`config.mk`:
```
export PLATFORM = sky130hd
export DESIGN_NAME = dmafe_top
export DESIGN_NICKNAME = d
export VERILOG_FILES = /design/src/rtl/dmafe_pkg.sv /design/src/rtl/dmafe_decode.sv /design/src/rtl/dmafe_seq.sv /design/src/rtl/dmafe_chregs.sv /design/src/rtl/dmafe_top.sv
export SDC_FILE = /design/constraint.sdc
export NUM_CORES = 1
export LEC_CHECK = 0
export BUFFER_PORTS_ARGS = -buffer_cell sky130_fd_sc_hd__buf_2
export CAP_MARGIN = 20
export CORE_MARGIN = 4
export CORE_UTILIZATION = 41
export CTS_BUF_LIST = sky130_fd_sc_hd__clkbuf_16
export DETAILED_ROUTE_END_ITERATION = 10
export SYNTH_ARGS = -nofsm -noshare
export SYNTH_HDL_FRONTEND = slang
export SYNTH_HIERARCHICAL = 1
export SYNTH_SLANG_ARGS = --single-unit
```
`constraint.sdc`:
```
create_clock -name clk -period 6.57 [get_ports clk]
set_input_delay 1.314 -clock clk [delete_from_list [all_inputs] [get_ports clk]]
set_output_delay 1.314 -clock clk [all_outputs]
set_load 0.02 [all_outputs]
```
`src/rtl/dmafe_pkg.sv`:
```
package dmafe_pkg;

    typedef enum logic [3:0] {
        ST_IDLE,
        ST_SET_IO,
        ST_SET_ADDR,
        ST_GET_ADDR,
        ST_SET_CNT,
        ST_GET_CNT,
        ST_GET_STAT,
        ST_SET_MODE,
        ST_SET_ARB
    } seq_state_e;

    localparam logic [3:0] OP_SET_IO   = 4'h0;
    localparam logic [3:0] OP_SET_ADDR = 4'h2;
    localparam logic [3:0] OP_GET_ADDR = 4'h3;
    localparam logic [3:0] OP_SET_CNT  = 4'h4;
    localparam logic [3:0] OP_GET_CNT  = 4'h5;
    localparam logic [3:0] OP_GET_STAT = 4'h6;
    localparam logic [3:0] OP_SET_MODE = 4'h7;
    localparam logic [3:0] OP_SET_ARB  = 4'h8;
    localparam logic [3:0] OP_MASK     = 4'h9;
    localparam logic [3:0] OP_UNMASK   = 4'hA;
    localparam logic [3:0] OP_CLEAR    = 4'hD;

endpackage

```
`src/rtl/dmafe_decode.sv`:
```
module dmafe_decode
    import dmafe_pkg::*;
#(
    parameter int NCH = 8
) (
    input  logic [7:0]  cmd,
    output seq_state_e  nxt_state,
    output logic        do_mask,
    output logic        do_unmask,
    output logic        do_clear
);
    localparam logic [4:0] NCH_L = 5'(NCH);

    logic ch_ok;

    always_comb begin
        ch_ok     = {1'b0, cmd[3:0]} < NCH_L;
        nxt_state = ST_IDLE;
        do_mask   = 1'b0;
        do_unmask = 1'b0;
        do_clear  = 1'b0;
        unique case (cmd[7:4])
            OP_SET_IO:   if (ch_ok) nxt_state = ST_SET_IO;
            OP_SET_ADDR: if (ch_ok) nxt_state = ST_SET_ADDR;
            OP_GET_ADDR: if (ch_ok) nxt_state = ST_GET_ADDR;
            OP_SET_CNT:  if (ch_ok) nxt_state = ST_SET_CNT;
            OP_GET_CNT:  if (ch_ok) nxt_state = ST_GET_CNT;
            OP_GET_STAT: nxt_state = ST_GET_STAT;
            OP_SET_MODE: if (ch_ok) nxt_state = ST_SET_MODE;
            OP_SET_ARB:  if (ch_ok) nxt_state = ST_SET_ARB;
            OP_MASK:     do_mask   = ch_ok;
            OP_UNMASK:   do_unmask = ch_ok;
            OP_CLEAR:    do_clear  = 1'b1;
            default:     nxt_state = ST_IDLE;
        endcase
    end
endmodule

```
`src/rtl/dmafe_seq.sv`:
```
module dmafe_seq
    import dmafe_pkg::*;
#(
    parameter int ADDR_BYTES = 3,
    parameter int CNT_BYTES  = 2,
    parameter int PORT_BYTES = 2,
    parameter int PTRW       = 2,
    parameter int CHW        = 3
) (
    input  logic            clk,
    input  logic            rst_n,
    input  logic            cmd_wr,
    input  logic            data_wr,
    input  logic            data_rd,
    input  seq_state_e      nxt_state,
    input  logic [CHW-1:0]  cmd_ch,
    output seq_state_e      state_o,
    output logic [CHW-1:0]  ch_o,
    output logic [PTRW-1:0] ptr_o,
    output logic            wr_step,
    output logic            rd_step
);
    seq_state_e      state_q;
    logic [CHW-1:0]  ch_q;
    logic [PTRW-1:0] ptr_q;
    logic            last_byte;

    function automatic int len_of(seq_state_e s);
        case (s)
            ST_SET_IO:                  return PORT_BYTES;
            ST_SET_ADDR, ST_GET_ADDR:   return ADDR_BYTES;
            ST_SET_CNT, ST_GET_CNT:     return CNT_BYTES;
            ST_GET_STAT, ST_SET_MODE,
            ST_SET_ARB:                 return 1;
            default:                    return 0;
        endcase
    endfunction

    // state register: open, step, finish, hold
    always_ff @(posedge clk) begin
        if (!rst_n) begin
            state_q <= ST_IDLE;
            ch_q    <= '0;
            ptr_q   <= '0;
        end else if (cmd_wr) begin
            state_q <= nxt_state;
            ch_q    <= cmd_ch;
            ptr_q   <= '0;
        end else if (wr_step || rd_step) begin
            if (last_byte) begin
                state_q <= ST_IDLE;
                ptr_q   <= '0;
            end else begin
                ptr_q <= ptr_q + 1'b1;
            end
        end
    end

    // outputs
    always_comb begin
        wr_step = 1'b0;
        rd_step = 1'b0;
        unique case (state_q)
            ST_SET_IO, ST_SET_ADDR, ST_SET_CNT,
            ST_SET_MODE, ST_SET_ARB:             wr_step = data_wr;
            ST_GET_ADDR, ST_GET_CNT, ST_GET_STAT: rd_step = data_rd;
            default: ;
        endcase
        last_byte = int'(ptr_q) == len_of(state_q) - 1;
        state_o   = state_q;
        ch_o      = ch_q;
        ptr_o     = ptr_q;
    end

    a_r10_cmd_zeroes_ptr: assert property (@(posedge clk) disable iff (!rst_n)
        cmd_wr |=> ptr_q == '0);
    a_r11_ptr_in_range: assert property (@(posedge clk) disable iff (!rst_n)
        (state_q != ST_IDLE) |-> (int'(ptr_q) < len_of(state_q)));
    a_r11_last_closes: assert property (@(posedge clk) disable iff (!rst_n)
        (!cmd_wr && (wr_step || rd_step) && last_byte) |=> state_q == ST_IDLE);
endmodule

```
`src/rtl/dmafe_chregs.sv`:
```
module dmafe_chregs
    import dmafe_pkg::*;
#(
    parameter int NCH  = 8,
    parameter int AW   = 24,
    parameter int CW   = 16,
    parameter int PW   = 16,
    parameter int ARBW = 4,
    parameter int PTRW = 2,
    parameter int CHW  = 3
) (
    input  logic              clk,
    input  logic              rst_n,
    input  seq_state_e        state,
    input  logic [CHW-1:0]    ch,
    input  logic [PTRW-1:0]   ptr,
    input  logic              wr_step,
    input  logic              rd_step,
    input  logic [7:0]        wdata,
    input  logic              do_mask,
    input  logic              do_unmask,
    input  logic              do_clear,
    input  logic [CHW-1:0]    mask_ch,
    input  logic [NCH-1:0]    tc_in,
    output logic [7:0]        rd_byte,
    output logic [NCH*AW-1:0] ch_addr,
    output logic [NCH*CW-1:0] ch_count,
    output logic [NCH*PW-1:0] ch_ioport,
    output logic [NCH*ARBW-1:0] ch_arb,
    output logic [NCH-1:0]    ch_xfer_en,
    output logic [NCH-1:0]    ch_to_mem,
    output logic [NCH-1:0]    ch_io_tgt,
    output logic [NCH-1:0]    ch_wide,
    output logic [NCH-1:0]    ch_mask
);
    localparam int SB = (NCH < 8) ? NCH : 8;

    logic [AW-1:0]  addr_arr  [NCH];
    logic [CW-1:0]  count_arr [NCH];
    logic [NCH-1:0] flag_q;
    logic [7:0]     stat_byte;
    logic           stat_clr;

    for (genvar k = 0; k < NCH; k++) begin : g_ch
        logic [AW-1:0]   addr_q;
        logic [CW-1:0]   count_q;
        logic [PW-1:0]   port_q;
        logic [ARBW-1:0] arb_q;
        logic [3:0]      mode_q;
        logic            mask_q;
        logic            sel;

        assign sel = (ch == CHW'(k));

        always_ff @(posedge clk) begin
            if (!rst_n) begin
                addr_q  <= '0;
                count_q <= '0;
                port_q  <= '0;
                arb_q   <= '0;
                mode_q  <= '0;
                mask_q  <= 1'b1;
            end else if (do_clear) begin
                mode_q <= '0;
                mask_q <= 1'b1;
            end else begin
                if (do_mask && mask_ch == CHW'(k))   mask_q <= 1'b1;
                if (do_unmask && mask_ch == CHW'(k)) mask_q <= 1'b0;
                if (wr_step && sel) begin
                    unique case (state)
                        ST_SET_ADDR: addr_q[8*int'(ptr) +: 8]  <= wdata;
                        ST_SET_CNT:  count_q[8*int'(ptr) +: 8] <= wdata;
                        ST_SET_IO:   port_q[8*int'(ptr) +: 8]  <= wdata;
                        ST_SET_MODE: mode_q <= {wdata[6], wdata[3], wdata[2], wdata[0]};
                        ST_SET_ARB:  arb_q  <= wdata[ARBW-1:0];
                        default: ;
                    endcase
                end
            end
        end

        assign addr_arr[k]              = addr_q;
        assign count_arr[k]             = count_q;
        assign ch_addr[k*AW +: AW]      = addr_q;
        assign ch_count[k*CW +: CW]     = count_q;
        assign ch_ioport[k*PW +: PW]    = port_q;
        assign ch_arb[k*ARBW +: ARBW]   = arb_q;
        assign ch_wide[k]               = mode_q[3];
        assign ch_to_mem[k]             = mode_q[2];
        assign ch_xfer_en[k]            = mode_q[1];
        assign ch_io_tgt[k]             = mode_q[0];
        assign ch_mask[k]               = mask_q;
    end

    assign stat_clr = rd_step && (state == ST_GET_STAT);

    always_ff @(posedge clk) begin
        if (!rst_n) begin
            flag_q <= '0;
        end else begin
            for (int i = 0; i < NCH; i++) begin
                if (stat_clr && i < 8) flag_q[i] <= tc_in[i];
                else                   flag_q[i] <= flag_q[i] | tc_in[i];
            end
        end
    end

    always_comb begin
        stat_byte = '0;
        for (int i = 0; i < SB; i++) stat_byte[i] = flag_q[i];
        rd_byte = '0;
        unique case (state)
            ST_GET_ADDR: rd_byte = addr_arr[ch][8*int'(ptr) +: 8];
            ST_GET_CNT:  rd_byte = count_arr[ch][8*int'(ptr) +: 8];
            ST_GET_STAT: rd_byte = stat_byte;
            default:     rd_byte = '0;
        endcase
    end

    a_r12_read_clears: assert property (@(posedge clk) disable iff (!rst_n)
        (stat_clr && tc_in == '0) |=> stat_byte == 8'h00);
endmodule

```
`src/rtl/dmafe_top.sv`:
```
module dmafe_top
    import dmafe_pkg::*;
#(
    parameter int         NCH      = 8,
    parameter int         AW       = 24,
    parameter int         CW       = 16,
    parameter int         PW       = 16,
    parameter int         ARBW     = 4,
    parameter logic [7:0] CMD_OFS  = 8'h18,
    parameter logic [7:0] DATA_OFS = 8'h1A
) (
    input  logic                 clk,
    input  logic                 rst_n,
    input  logic [7:0]           io_addr,
    input  logic                 io_wr,
    input  logic                 io_rd,
    input  logic [7:0]           io_wdata,
    output logic [7:0]           io_rdata,
    input  logic [NCH-1:0]       tc_in,
    output logic [NCH*AW-1:0]    ch_addr,
    output logic [NCH*CW-1:0]    ch_count,
    output logic [NCH*PW-1:0]    ch_ioport,
    output logic [NCH*ARBW-1:0]  ch_arb,
    output logic [NCH-1:0]       ch_xfer_en,
    output logic [NCH-1:0]       ch_to_mem,
    output logic [NCH-1:0]       ch_io_tgt,
    output logic [NCH-1:0]       ch_wide,
    output logic [NCH-1:0]       ch_mask
);
    localparam int ADDR_BYTES = AW / 8;
    localparam int CNT_BYTES  = CW / 8;
    localparam int PORT_BYTES = PW / 8;
    localparam int MAXB_AC    = (ADDR_BYTES > CNT_BYTES) ? ADDR_BYTES : CNT_BYTES;
    localparam int MAXB       = (MAXB_AC > PORT_BYTES) ? MAXB_AC : PORT_BYTES;
    localparam int PTRW       = (MAXB > 1) ? $clog2(MAXB) : 1;
    localparam int CHW        = (NCH > 1) ? $clog2(NCH) : 1;
    localparam logic [4:0] NCH_L = 5'(NCH);

    logic            cmd_wr, data_wr, data_rd;
    logic            do_mask, do_unmask, do_clear;
    logic            wr_step, rd_step;
    seq_state_e      nxt_state, state;
    logic [CHW-1:0]  ch;
    logic [PTRW-1:0] ptr;
    logic [7:0]      rd_byte;

    assign cmd_wr  = io_wr && (io_addr == CMD_OFS);
    assign data_wr = io_wr && (io_addr == DATA_OFS);
    assign data_rd = io_rd && (io_addr == DATA_OFS);

    dmafe_decode #(.NCH(NCH)) u_dec (
        .cmd(io_wdata), .nxt_state(nxt_state),
        .do_mask(do_mask), .do_unmask(do_unmask), .do_clear(do_clear)
    );

    dmafe_seq #(
        .ADDR_BYTES(ADDR_BYTES), .CNT_BYTES(CNT_BYTES), .PORT_BYTES(PORT_BYTES),
        .PTRW(PTRW), .CHW(CHW)
    ) u_seq (
        .clk(clk), .rst_n(rst_n), .cmd_wr(cmd_wr), .data_wr(data_wr),
        .data_rd(data_rd), .nxt_state(nxt_state), .cmd_ch(io_wdata[CHW-1:0]),
        .state_o(state), .ch_o(ch), .ptr_o(ptr),
        .wr_step(wr_step), .rd_step(rd_step)
    );

    dmafe_chregs #(
        .NCH(NCH), .AW(AW), .CW(CW), .PW(PW), .ARBW(ARBW), .PTRW(PTRW), .CHW(CHW)
    ) u_regs (
        .clk(clk), .rst_n(rst_n), .state(state), .ch(ch), .ptr(ptr),
        .wr_step(wr_step), .rd_step(rd_step), .wdata(io_wdata),
        .do_mask(do_mask && cmd_wr), .do_unmask(do_unmask && cmd_wr),
        .do_clear(do_clear && cmd_wr), .mask_ch(io_wdata[CHW-1:0]),
        .tc_in(tc_in), .rd_byte(rd_byte),
        .ch_addr(ch_addr), .ch_count(ch_count), .ch_ioport(ch_ioport),
        .ch_arb(ch_arb), .ch_xfer_en(ch_xfer_en), .ch_to_mem(ch_to_mem),
        .ch_io_tgt(ch_io_tgt), .ch_wide(ch_wide), .ch_mask(ch_mask)
    );

    assign io_rdata = data_rd ? rd_byte : 8'h00;

    a_r9_mask_now: assert property (@(posedge clk) disable iff (!rst_n)
        (cmd_wr && io_wdata[7:4] == OP_MASK && {1'b0, io_wdata[3:0]} < NCH_L)
        |=> ch_mask[$past(io_wdata[CHW-1:0])]);
    a_r13_clear_masks: assert property (@(posedge clk) disable iff (!rst_n)
        (cmd_wr && io_wdata[7:4] == OP_CLEAR) |=> (&ch_mask));
    a_r13_clear_modes: assert property (@(posedge clk) disable iff (!rst_n)
        (cmd_wr && io_wdata[7:4] == OP_CLEAR) |=> (ch_xfer_en == '0 && ch_wide == '0));
    a_r11_idle_reads_zero: assert property (@(posedge clk) disable iff (!rst_n)
        (state == ST_IDLE && io_rd) |-> io_rdata == 8'h00);
endmodule

```
======== Word-level counts from Yosys, hierarchy flattened ========
Memory sizes are Yosys's and may differ from the RTL's. A register that Yosys moved wholly into a read port is not among the register bits.
Index checks and enable logic that the tools add are counted.
word-level totals
  register bits ........................... 537
  bits in latches ......................... 0
  RAM bits ................................ 0
  ROM bits ................................ 32
  input port bits ......................... 28
  output and inout bits ................... 528
  logic and storage cells ................. 275
  memories ................................ 1
cells by class
  add/subtract/negate cells ............... 3
  multiply operators ...................... 0
  divide/modulo/power cells ............... 0
  magnitude comparators ................... 2
  eq/ne operators ......................... 35
  shift operators ......................... 6
  multiplexer cells ....................... 75
  bitwise operators ....................... 11
  reductions and logical operators ........ 90
memory list
  name              words  bits a word  read ports  clocked after memory_dff  wr ports  line             source
  (name not given)  16     2            1           1                         0         dmafe_seq.sv:29  case (s)
operators with widths
  operator                                                                  number
  16-bit bitwise mux                                                        16
  24-bit bitwise mux                                                        8
  3-bit AND reduction                                                       32
  24-bit binary-select mux with 3-bit select                                1
  16-bit binary-select mux with 3-bit select                                1
  24-bit 2-to-1 mux                                                         2
  5-bit negation with 33-bit output                                         1
  8-bit by 33-bit variable shift with 16-bit output (first input constant)  1
  8-bit by 33-bit variable shift with 24-bit output (first input constant)  1
  8-bit by 33-bit indexed part select with 16-bit output                    1
  8-bit by 33-bit indexed part select with 24-bit output                    1
  3-bit by 32-bit equality test with 1-bit output                           1
  4-bit by 3-bit equality test with 1-bit output (second input constant)    8
  16-bit 2-to-1 mux                                                         2
  4-bit case mux with 8 select lines                                        1
  32-bit by 2-bit subtractor with 32-bit output (second input constant)     1
  1-bit logical AND                                                         31
  1-bit 2-to-1 mux                                                          30
  3-bit equality test (second input constant)                               8
  4-bit 2-to-1 mux                                                          6
  8-bit case mux with 3 select lines                                        1
  24-bit by 6-bit indexed part select with 8-bit output                     1
  4-bit equality test (second input constant)                               5
  2-bit nonzero test                                                        10
  other kinds (22)                                                          52

======== Longest topological paths before layout ========
Gate-level depths: netlist of the first run.
  depth after elaboration ................. 8
  depth in mapped cells ................... 11

======== Hierarchy ========
Netlist of the first run, hierarchy kept.
modules (own cells, without submodules)
  module        instances  cells an instance  area an instance (um^2)
  dmafe_chregs  1          2506               23628.9
  dmafe_seq     1          84                 755.7
  dmafe_top     1          36                 245.2
  dmafe_decode  1          14                 93.8

======== Least setup slack after synthesis of the first run ========
No wires, ideal clock.
  path kind ............................... in2reg
  from .................................... input io_addr[7]
  to ...................................... register u_regs.g_ch[4].addr_q[0]
  setup time .............................. 118 ps
  arrival ................................. 4056 ps
  data required time ...................... 6452 ps
  setup slack ............................. 2396 ps
  stages .................................. 11
  path buffers ............................ 3
  cells stage by stage .................... or4b_1 > buf_2 > buf_6 > nor3_2 > o21a_1 > or3b_2 > buf_4 > nor3_4 > nand2_2 > a22oi_1 > nor2b_1
between the ends
  longest elaborated chain between the ends .. 5
ends and longest elaborated chain
  what                                            line                source
  from (decl)                                     dmafe_top.sv:14     input logic [7:0] io_addr,
  8-bit by 5-bit equality test with 1-bit output  dmafe_top.sv:48     assign data_wr = io_wr && (io_addr == DATA_OFS);
  1-bit logical AND                               dmafe_top.sv:48
  named net data_wr                               dmafe_top.sv:39     logic cmd_wr, data_wr, data_rd;
  1-bit 2-to-1 mux                                dmafe_seq.sv:63     unique case (state_q)
  named net wr_step                               dmafe_top.sv:41     logic wr_step, rd_step;
  1-bit logical AND                               dmafe_chregs.sv:69  if (wr_step && sel) begin
  3-bit AND reduction (no line)                   -
  to (signal, indexed assignment)                 dmafe_chregs.sv:71  ST_SET_ADDR: addr_q[8*int'(ptr) +: 8] <= wdata;
  to (decl)                                       dmafe_chregs.sv:45  logic [AW-1:0] addr_q;
The timed path passes the listed nets, and every way through them passes these cells.
A chain may end at the register's enable or synchronous reset.

======== Worst setup path after layout of the first run ========
  from .................................... register u_seq.ch_q[0], in the netlist u_seq/ch_o[0]
  to ...................................... output io_rdata[4]
between the ends
  longest elaborated chain between the ends .. 7
ends and longest elaborated chain
  what                                                                                                                                   line                                      source
  from (decl)                                                                                                                            dmafe_seq.sv:24                           logic [CHW-1:0] ch_q;
  from (signal assigned)                                                                                                                 dmafe_seq.sv:47                           ch_q <= cmd_ch;
  3-bit NOT with 4-bit output (implied by the code) *                                                                                    dmafe_chregs.sv:113, dmafe_chregs.sv:114
  24-bit binary-select mux with 3-bit select / 16-bit binary-select mux with 3-bit select (equally long branches)                        dmafe_chregs.sv:113, dmafe_chregs.sv:114
  24-bit 2-to-1 mux (implied by the code) / 16-bit 2-to-1 mux (equally long branches) (2 in series)                                      dmafe_chregs.sv:113, dmafe_chregs.sv:114
  24-bit by 6-bit indexed part select with 8-bit output / 16-bit by 6-bit indexed part select with 8-bit output (equally long branches)  dmafe_chregs.sv:113, dmafe_chregs.sv:114
  8-bit case mux with 3 select lines *                                                                                                   dmafe_chregs.sv:112                       unique case (state)
  named net rd_byte[4]                                                                                                                   dmafe_top.sv:45                           logic [7:0] rd_byte;
  8-bit 2-to-1 mux *                                                                                                                     dmafe_top.sv:79                           assign io_rdata = data_rd ? rd_byte : 8'h00;
  to (decl)                                                                                                                              dmafe_top.sv:18                           output logic [7:0] io_rdata,
Mark *: on every way through the listed nets, which the timed path passes. The rest lies on a longest branch. The select of a mux whose other input is x is not followed.

==> flow_summary.toml, run 1 <==
[timing]
max_freq_mhz = 177.8
report.final.setup_viol = 0
tightest_slew_ps = 1118
tns_ps = 0
hold_viol = 0
slew_headroom_pct = 25.48
rsz0062_at_grt = "no"
min_period_over_period_pct = 85.58
slew_viol_final = 0
min_period_ps = 5623
skew_ps = 15.54

[route]
ant_nets = 0
drc = 0
via_per_inst = 5.847
dr.first_iter.drc_count = 2390
drtPass1Iterations = 5
route.detailed.wl_per_inst_um = 26.39
routed-via-count = 22660
drt-total-wl_um = 102300

[clock_network]
cts_hold_buf = 0
cts_resized = 0
clock_insertion_delay_worst_skew_ps = 620
cts_sinks = 539
cts_tree = "yes"
h-tree-depth = 2
cts_setup_buffers = 0
path_clk_slew_ps = 60
cts_root_buf = "clkbuf_16"
cts_made_buffers = 58
clock_path_buffers = 3

[placement]
dpl.hpwl_um = 73750
gp_congestion = 0.9145
io_buffers = 555

[synthesis]
yosys_most_used_dff = "dfxtp_1"
yosys_warnings = 6
netlist_top_cells_count = "dfxtp_1 (539), nand2_1 (356), nand3_1 (286)"
yosysMostFrequentCell = "dfxtp_1"
yosysSeqAreaShare_pct = 43.64
synth_seq_cells = 539
synth_edf_count = 0
synth_area_mm2 = 0.02472
yosys.area.top_type = "dfxtp_1"
synth_nets = 2672
synthArstFlopShare_pct = 0
netlist_top_cells_area = "dfxtp_1 (44%), nor2b_1 (6.2%), a22oi_1 (5.9%)"
synth_top_area_share_pct = 43.64
avgSynthCellArea_um2 = 9.365
synth_cell_types = 75
syn-instance-count = 2640

[power_and_ir_drop]
p_leak_nw = 11.71
peakVddDrop_v = 0.0002236
powerDensity_mw_per_mm2 = 228.7
fin_total_pwr_mw = 6.762

[critical_path]
cp.arrival_ps = 4310
cp-start-kind = "flip-flop"
crit_fanout = 48
worst_ep_required_time_ps = 5260
path_class = "flip-flop to primary output"
cp-end-kind = "primary output"

[layout]
multi_input_area_mm2 = 0.01263
nets = 3083
layout-drive-gt1-share_pct = 27.59
fillers = 5590
area_growth_syn_to_layout_pct = 19.59
final_util_pct = 49.82
regArea_mm2 = 0.01080

[global_routing]
grt_use_total_pct = 30.06
antenna_found_initial = 4
grt_pass1_vias = 21390
grt_overflow = 0
grt_pass1_wl_um = 146100
grt_max_degree = 138

[floorplan]
die_w_um = 253.6
start_util_pct = 41.66
die_h_um = 253.6
coreArea_mm2 = 0.05935
dieArea_mm2 = 0.06430
num_rows = 89
ios = 556

[flow_run]
drv_cap = 0

[run_status]
status = "complete, no violations"

[worst_hold_path]
min_path_type = "flip-flop to flip-flop"
placed cells by master, fill, tap and decap left out, drive strengths merged, types with 3 or more instances in the layout:
cell type  netlist  final
a211o            3      3
nor2b          245    245
nand3          286    286
nor3b            8      8
clkbuf         160     59
mux4            64     64
nand3b           5      5
and2            26     26
a2bb2oi          4      4
buf             97    608
o22ai           14     14
a31oi            5      5
a22o             5      5
nand2          370    370
inv              9     21
mux2            19     19
ha               4      4
a21oi           30     30
or3              8      8
clkinv           2     30
diode            0      3
a21boi         258    258
nand2b          16     16
and3             6      6
mux2i           78     78
bufinv           0      7
dfxtp          539    539
nor4b            3      3
nor4             6      6
o211ai           3      3
a211oi           8      8
nor2            50     50
a22oi          195    195
or4b             6      6
nor3            52     52
xnor2            3      3
o21ai           15     15
a221oi           3      3
per-layer routing:
layer  share of wire (%)  up-vias  track usage (%)
met5                   0        -                0
met4                 4.0        0            11.43
met3                 9.4      174            7.645
met2                  46     1112            47.97
met1                  40    11160            39.44
li1                    -    10210                -
critical path, stage by stage, from the launching register on:
cell and delay [ps]:
dfxtp_4 900, buf_4 360, buf_4 300, mux4_2 310, mux2i_1 120, o211ai_1 420, a21oi_1 120, o21ai_0 590
nand3_1 180, nor3_2 140, buf_2 190
power breakdown:
part	leakage (nW)	switching [mW]	internal (mW)
Sequential	4.34	0.00278	3.27
Clock	0.979	1.42	1.90
Combinational	6.39	0.107	0.0623
worst paths after layout:
check / startpoint / end / slack, ps / depth (start not counted)
worst min-delay path: u_regs/g_ch[5].port_q[15] / u_regs/g_ch[5].port_q[15] / 450 / 2
worst max-delay path: u_seq/ch_o[0] / io_rdata[4] / 950 / 10
worst max register to register: u_seq/state_o[0] / u_regs/g_ch[5].port_q[12] / 2650 / 9
worst min register to register: u_regs/g_ch[5].port_q[15] / u_regs/g_ch[5].port_q[15] / 450 / 2
state kept, by name, summed over array words and instances, names as in the netlist, 4 cells and up, named ones only:
name,count
u_regs/g_ch.count_q,128
u_regs/g_ch.addr_q,192
u_regs/g_ch.mode_q,32
u_regs/g_ch.mask_q,8
u_regs/g_ch.arb_q,32
u_seq/state_o,4
u_regs/flag_q,8
u_regs/g_ch.port_q,128
through the flow:
stage,cell area [um2],cells,setup WS [ps],hold WS (ps)
6_report,29570,3875,947.2,449.2
5_1_grt,29560,3873,980.9,477.4
4_1_cts,29520,3870,1056,452.9
3_5_place_dp,27620,3762,1201,444.4
3_3_place_gp,27620,3762,1328,438.2
2_1_floorplan,24720,2640,2396,442.9
logic make-up (layout without fill, tap and decap cells):
family,after synthesis,in the layout,synth area share [%]
AOI/OAI and AO/OA,564,564,16.91
adders and majority gates,4,4,0.2024
xor gates and xnor gates,5,5,0.1772
and+or+nand+nor,1099,1099,23.83
DFF,539,539,43.64
other,0,3,0
muxes,161,161,9.853
buffers and inverters,268,727,5.390
cell type report:
cell class | instances | share of cell area [%]
Antenna cell | 3 | 0.02539
Clock buffer | 59 | 4.993
Clock inverter | 49 | 1.418
Inverter | 11 | 0.1396
Multi-Input combinational cell | 1833 | 42.72
Sequential cell | 539 | 36.52
Tap cell | 773 | 3.271
Timing Repair Buffer | 608 | 10.91
Note: power is estimated with default switching activity, not from simulation.
==> run 2, diff against run 1 <==
--- a/config.mk
+++ b/config.mk
@@ -5,6 +5,7 @@
 export SDC_FILE = /design/constraint.sdc
 export NUM_CORES = 1
 export LEC_CHECK = 0
+export ABC_AREA = 1
 export BUFFER_PORTS_ARGS = -buffer_cell sky130_fd_sc_hd__buf_2
 export CAP_MARGIN = 20
 export CORE_MARGIN = 4
==> flow_summary.toml, run 2 <==
[clock_network]
clock_path_buffers = 3
cts_hold_buf = 0
cts_tree = "yes"
cts_resized = 0
cts_root_buf = "clkbuf_16"
cts_made_buffers = 58
cts_setup_buffers = 0
h-tree-depth = 2
cts_sinks = 539
clock_insertion_delay_worst_skew_ps = 630
path_clk_slew_ps = 60

[timing]
rsz0062_at_grt = "no"
max_freq_mhz = 198.0
tns_ps = 0
hold_viol = 0
hold_ws_ps = 461.2
min_period_over_period_pct = 76.86
skew_ps = 18.67
tightest_slew_ps = 1164
slew_headroom_pct = 22.29
slew_viol_final = 0
min_period_ps = 5049
report.final.setup_viol = 0

[layout]
largest_register_ffs = 192
area_growth_syn_to_layout_pct = 21.65
fin_cells = 4454
largest_register = "u_regs/g_ch.addr_q"
layout-drive-gt1-share_pct = 22.32
final_common_cell = "nand2_1"
nets = 3691
reg_top3 = "u_regs/g_ch.addr_q (192), u_regs/g_ch.count_q (128), u_regs/g_ch.port_q (128)"
final_util_pct = 50.80
diodes = 0
fillers = 5639
final_cell_mix = "nand2_1 (1029), buf_2 (554), dfxtp_1 (536), a21oi_1 (481), o21ai_0 (241)"

[global_routing]
grt_pass1_wl_um = 143000
grt_use_total_pct = 30.93
grt_util_met3_pct = 5.768
grt_pass1_vias = 21620
use_met1_pct = 41.77
grt_overflow = 0
grt_max_degree = 175
grt.busiest_layer = "met2"
grtUsageMet2_pct = 49.06
antenna_found_initial = 1

[critical_path]
cp-start-kind = "flip-flop"
critPathMaxStageDelay_ps = 680
crit_fanout = 41
worst-path-buf-inv = 4
critPathTopFamily = "simple AND/OR/NAND/NOR gates"
cp-startpoint = "u_seq/ch_o[0]"
path_cells = "clkinv_2, buf_4, nor2_4, nand2_1, nand4_1, nand3_1, nand3_1, nand3_1, nand2_1, nand2_1, nand2_1, inv_1, nor2_1, buf_2"
r2r_start = "u_seq/ptr_o[0]"
r2r_cells = 7
r2r_slack_ps = 2480
cp-end-kind = "primary output"
path_class = "flip-flop to primary output"
worst_ep_required_time_ps = 5260
r2r_end = "u_regs/g_ch[2].port_q[14]"
cp.arrival_ps = 3740
crit_cells = 14
slowest_stage = "dfxtp_4"
worst_path_most_repeated_cell = "nand2_1"

[worst_hold_path]
min-delay-start = "u_regs/g_ch[7].port_q[6]"
hold-path-endpoint = "u_regs/g_ch[7].port_q[6]"
min_delay_path_depth = 2
min_path_type = "flip-flop to flip-flop"

[route]
drt-total-wl_um = 98200
drtPass1Iterations = 6
drc = 0
ant_nets = 0
via_per_inst = 5.356
dr.first_iter.drc_count = 2672
route.detailed.wl_per_inst_um = 22.05
routed-via-count = 23860

[synthesis]
synth_top_area_share_pct = 46.53
synth_seq_cells = 539
synth_edf_count = 0
synth_area_mm2 = 0.02319
synthArstFlopShare_pct = 0
yosys.area.top_type = "dfxtp_1"
synth_nets = 3248
netlist_top_cells_area = "dfxtp_1 (47%), nand2_1 (17%), a21oi_1 (10%)"
syn-instance-count = 3216
yosys_warnings = 6
yosysMostFrequentCell = "nand2_1"
yosys_most_used_dff = "dfxtp_1"
avgSynthCellArea_um2 = 7.210
netlist_top_cells_count = "nand2_1 (1029), dfxtp_1 (539), a21oi_1 (481)"
yosysSeqAreaShare_pct = 46.53
synth_cell_types = 41

[power_and_ir_drop]
peakVddDrop_v = 0.0001886
p_leak_nw = 12.62
fin_total_pwr_mw = 6.842
powerDensity_mw_per_mm2 = 242.6

[floorplan]
ios = 556
num_rows = 86
die_w_um = 245.8
dieArea_mm2 = 0.06043
start_util_pct = 41.76
die_h_um = 245.8
coreArea_mm2 = 0.05552

[placement]
dp_cells = 4346
gp_congestion = 0.9203
dpl.hpwl_um = 69760
io_buffers = 555

[run_status]
status = "complete, no violations"

[flow_run]
drv_cap = 0
==> run 2: final cells by class <==
cell class | count | area, um2 | share of cell area [%]
multi-input combinational | 2309 | 10850 | 38.47
sequential | 539 | 10800 | 38.27
timing repair buffer | 578 | 2984 | 10.58
clock buffer | 60 | 1501 | 5.323
tap | 748 | 935.9 | 3.318
inverter | 173 | 668.1 | 2.369
clock inverter | 47 | 469.2 | 1.663
==> run 2: worst reg2reg max path, stage by stage, from the launching register on <==
cell and delay, ps:
dfxtp_1 820, inv_2 290, ha_2 580, nor2_1 200, inv_1 80, nor2_1 550
clkinv_1 1010, a21oi_1 450
==> run 2: metal layers <==
metal	share of wire, %	wire (um)
met3	8.4	8286
met5	0.012	12
met1	42	41080
met4	4.4	4322
met2	45	44500
==> run 2: worst max path at each step <==
| stage | slack (ps) | endpoint |
|---|---|---|
| finish | 1520 | io_rdata[2] |
| global route | 1270 | io_rdata[4] |
| CTS | 1370 | io_rdata[6] |
| detailed placement | 2040 | io_rdata[6] |
| global placement | 2120 | io_rdata[6] |
| floorplan | 3280 | io_rdata[0] |
==> run 2: cells by family (layout without fill, tap and decap cells) <==
group | count (synthesis) | count (layout) | synth area share (%)
AOI/OAI and AO/OA | 809 | 809 | 18.05
xor gates and xnor gates | 2 | 2 | 0.07555
adders and majority gates | 4 | 4 | 0.2158
buffers and inverters | 368 | 858 | 6.804
DFF | 539 | 539 | 46.53
and+or+nand+nor | 1494 | 1494 | 28.32
==> run 2: stage by stage <==
step                setup WS (ps)  area (um2)
global route                 1275       28210
CTS                          1374       28190
detailed placement           2036       26220
floorplan                    3275       23190
global placement             2120       26200
finish                       1521       28210
==> run 2: report_power, final <==
| part | switching [mW] | internal, mW | leakage [nW] |
|---|---|---|---|
| registers | 0.00206 | 3.27 | 4.34 |
| clock network | 1.39 | 2.04 | 1.01 |
| logic | 0.120 | 0.0252 | 7.26 |
| total | 1.51 | 5.33 | 12.6 |
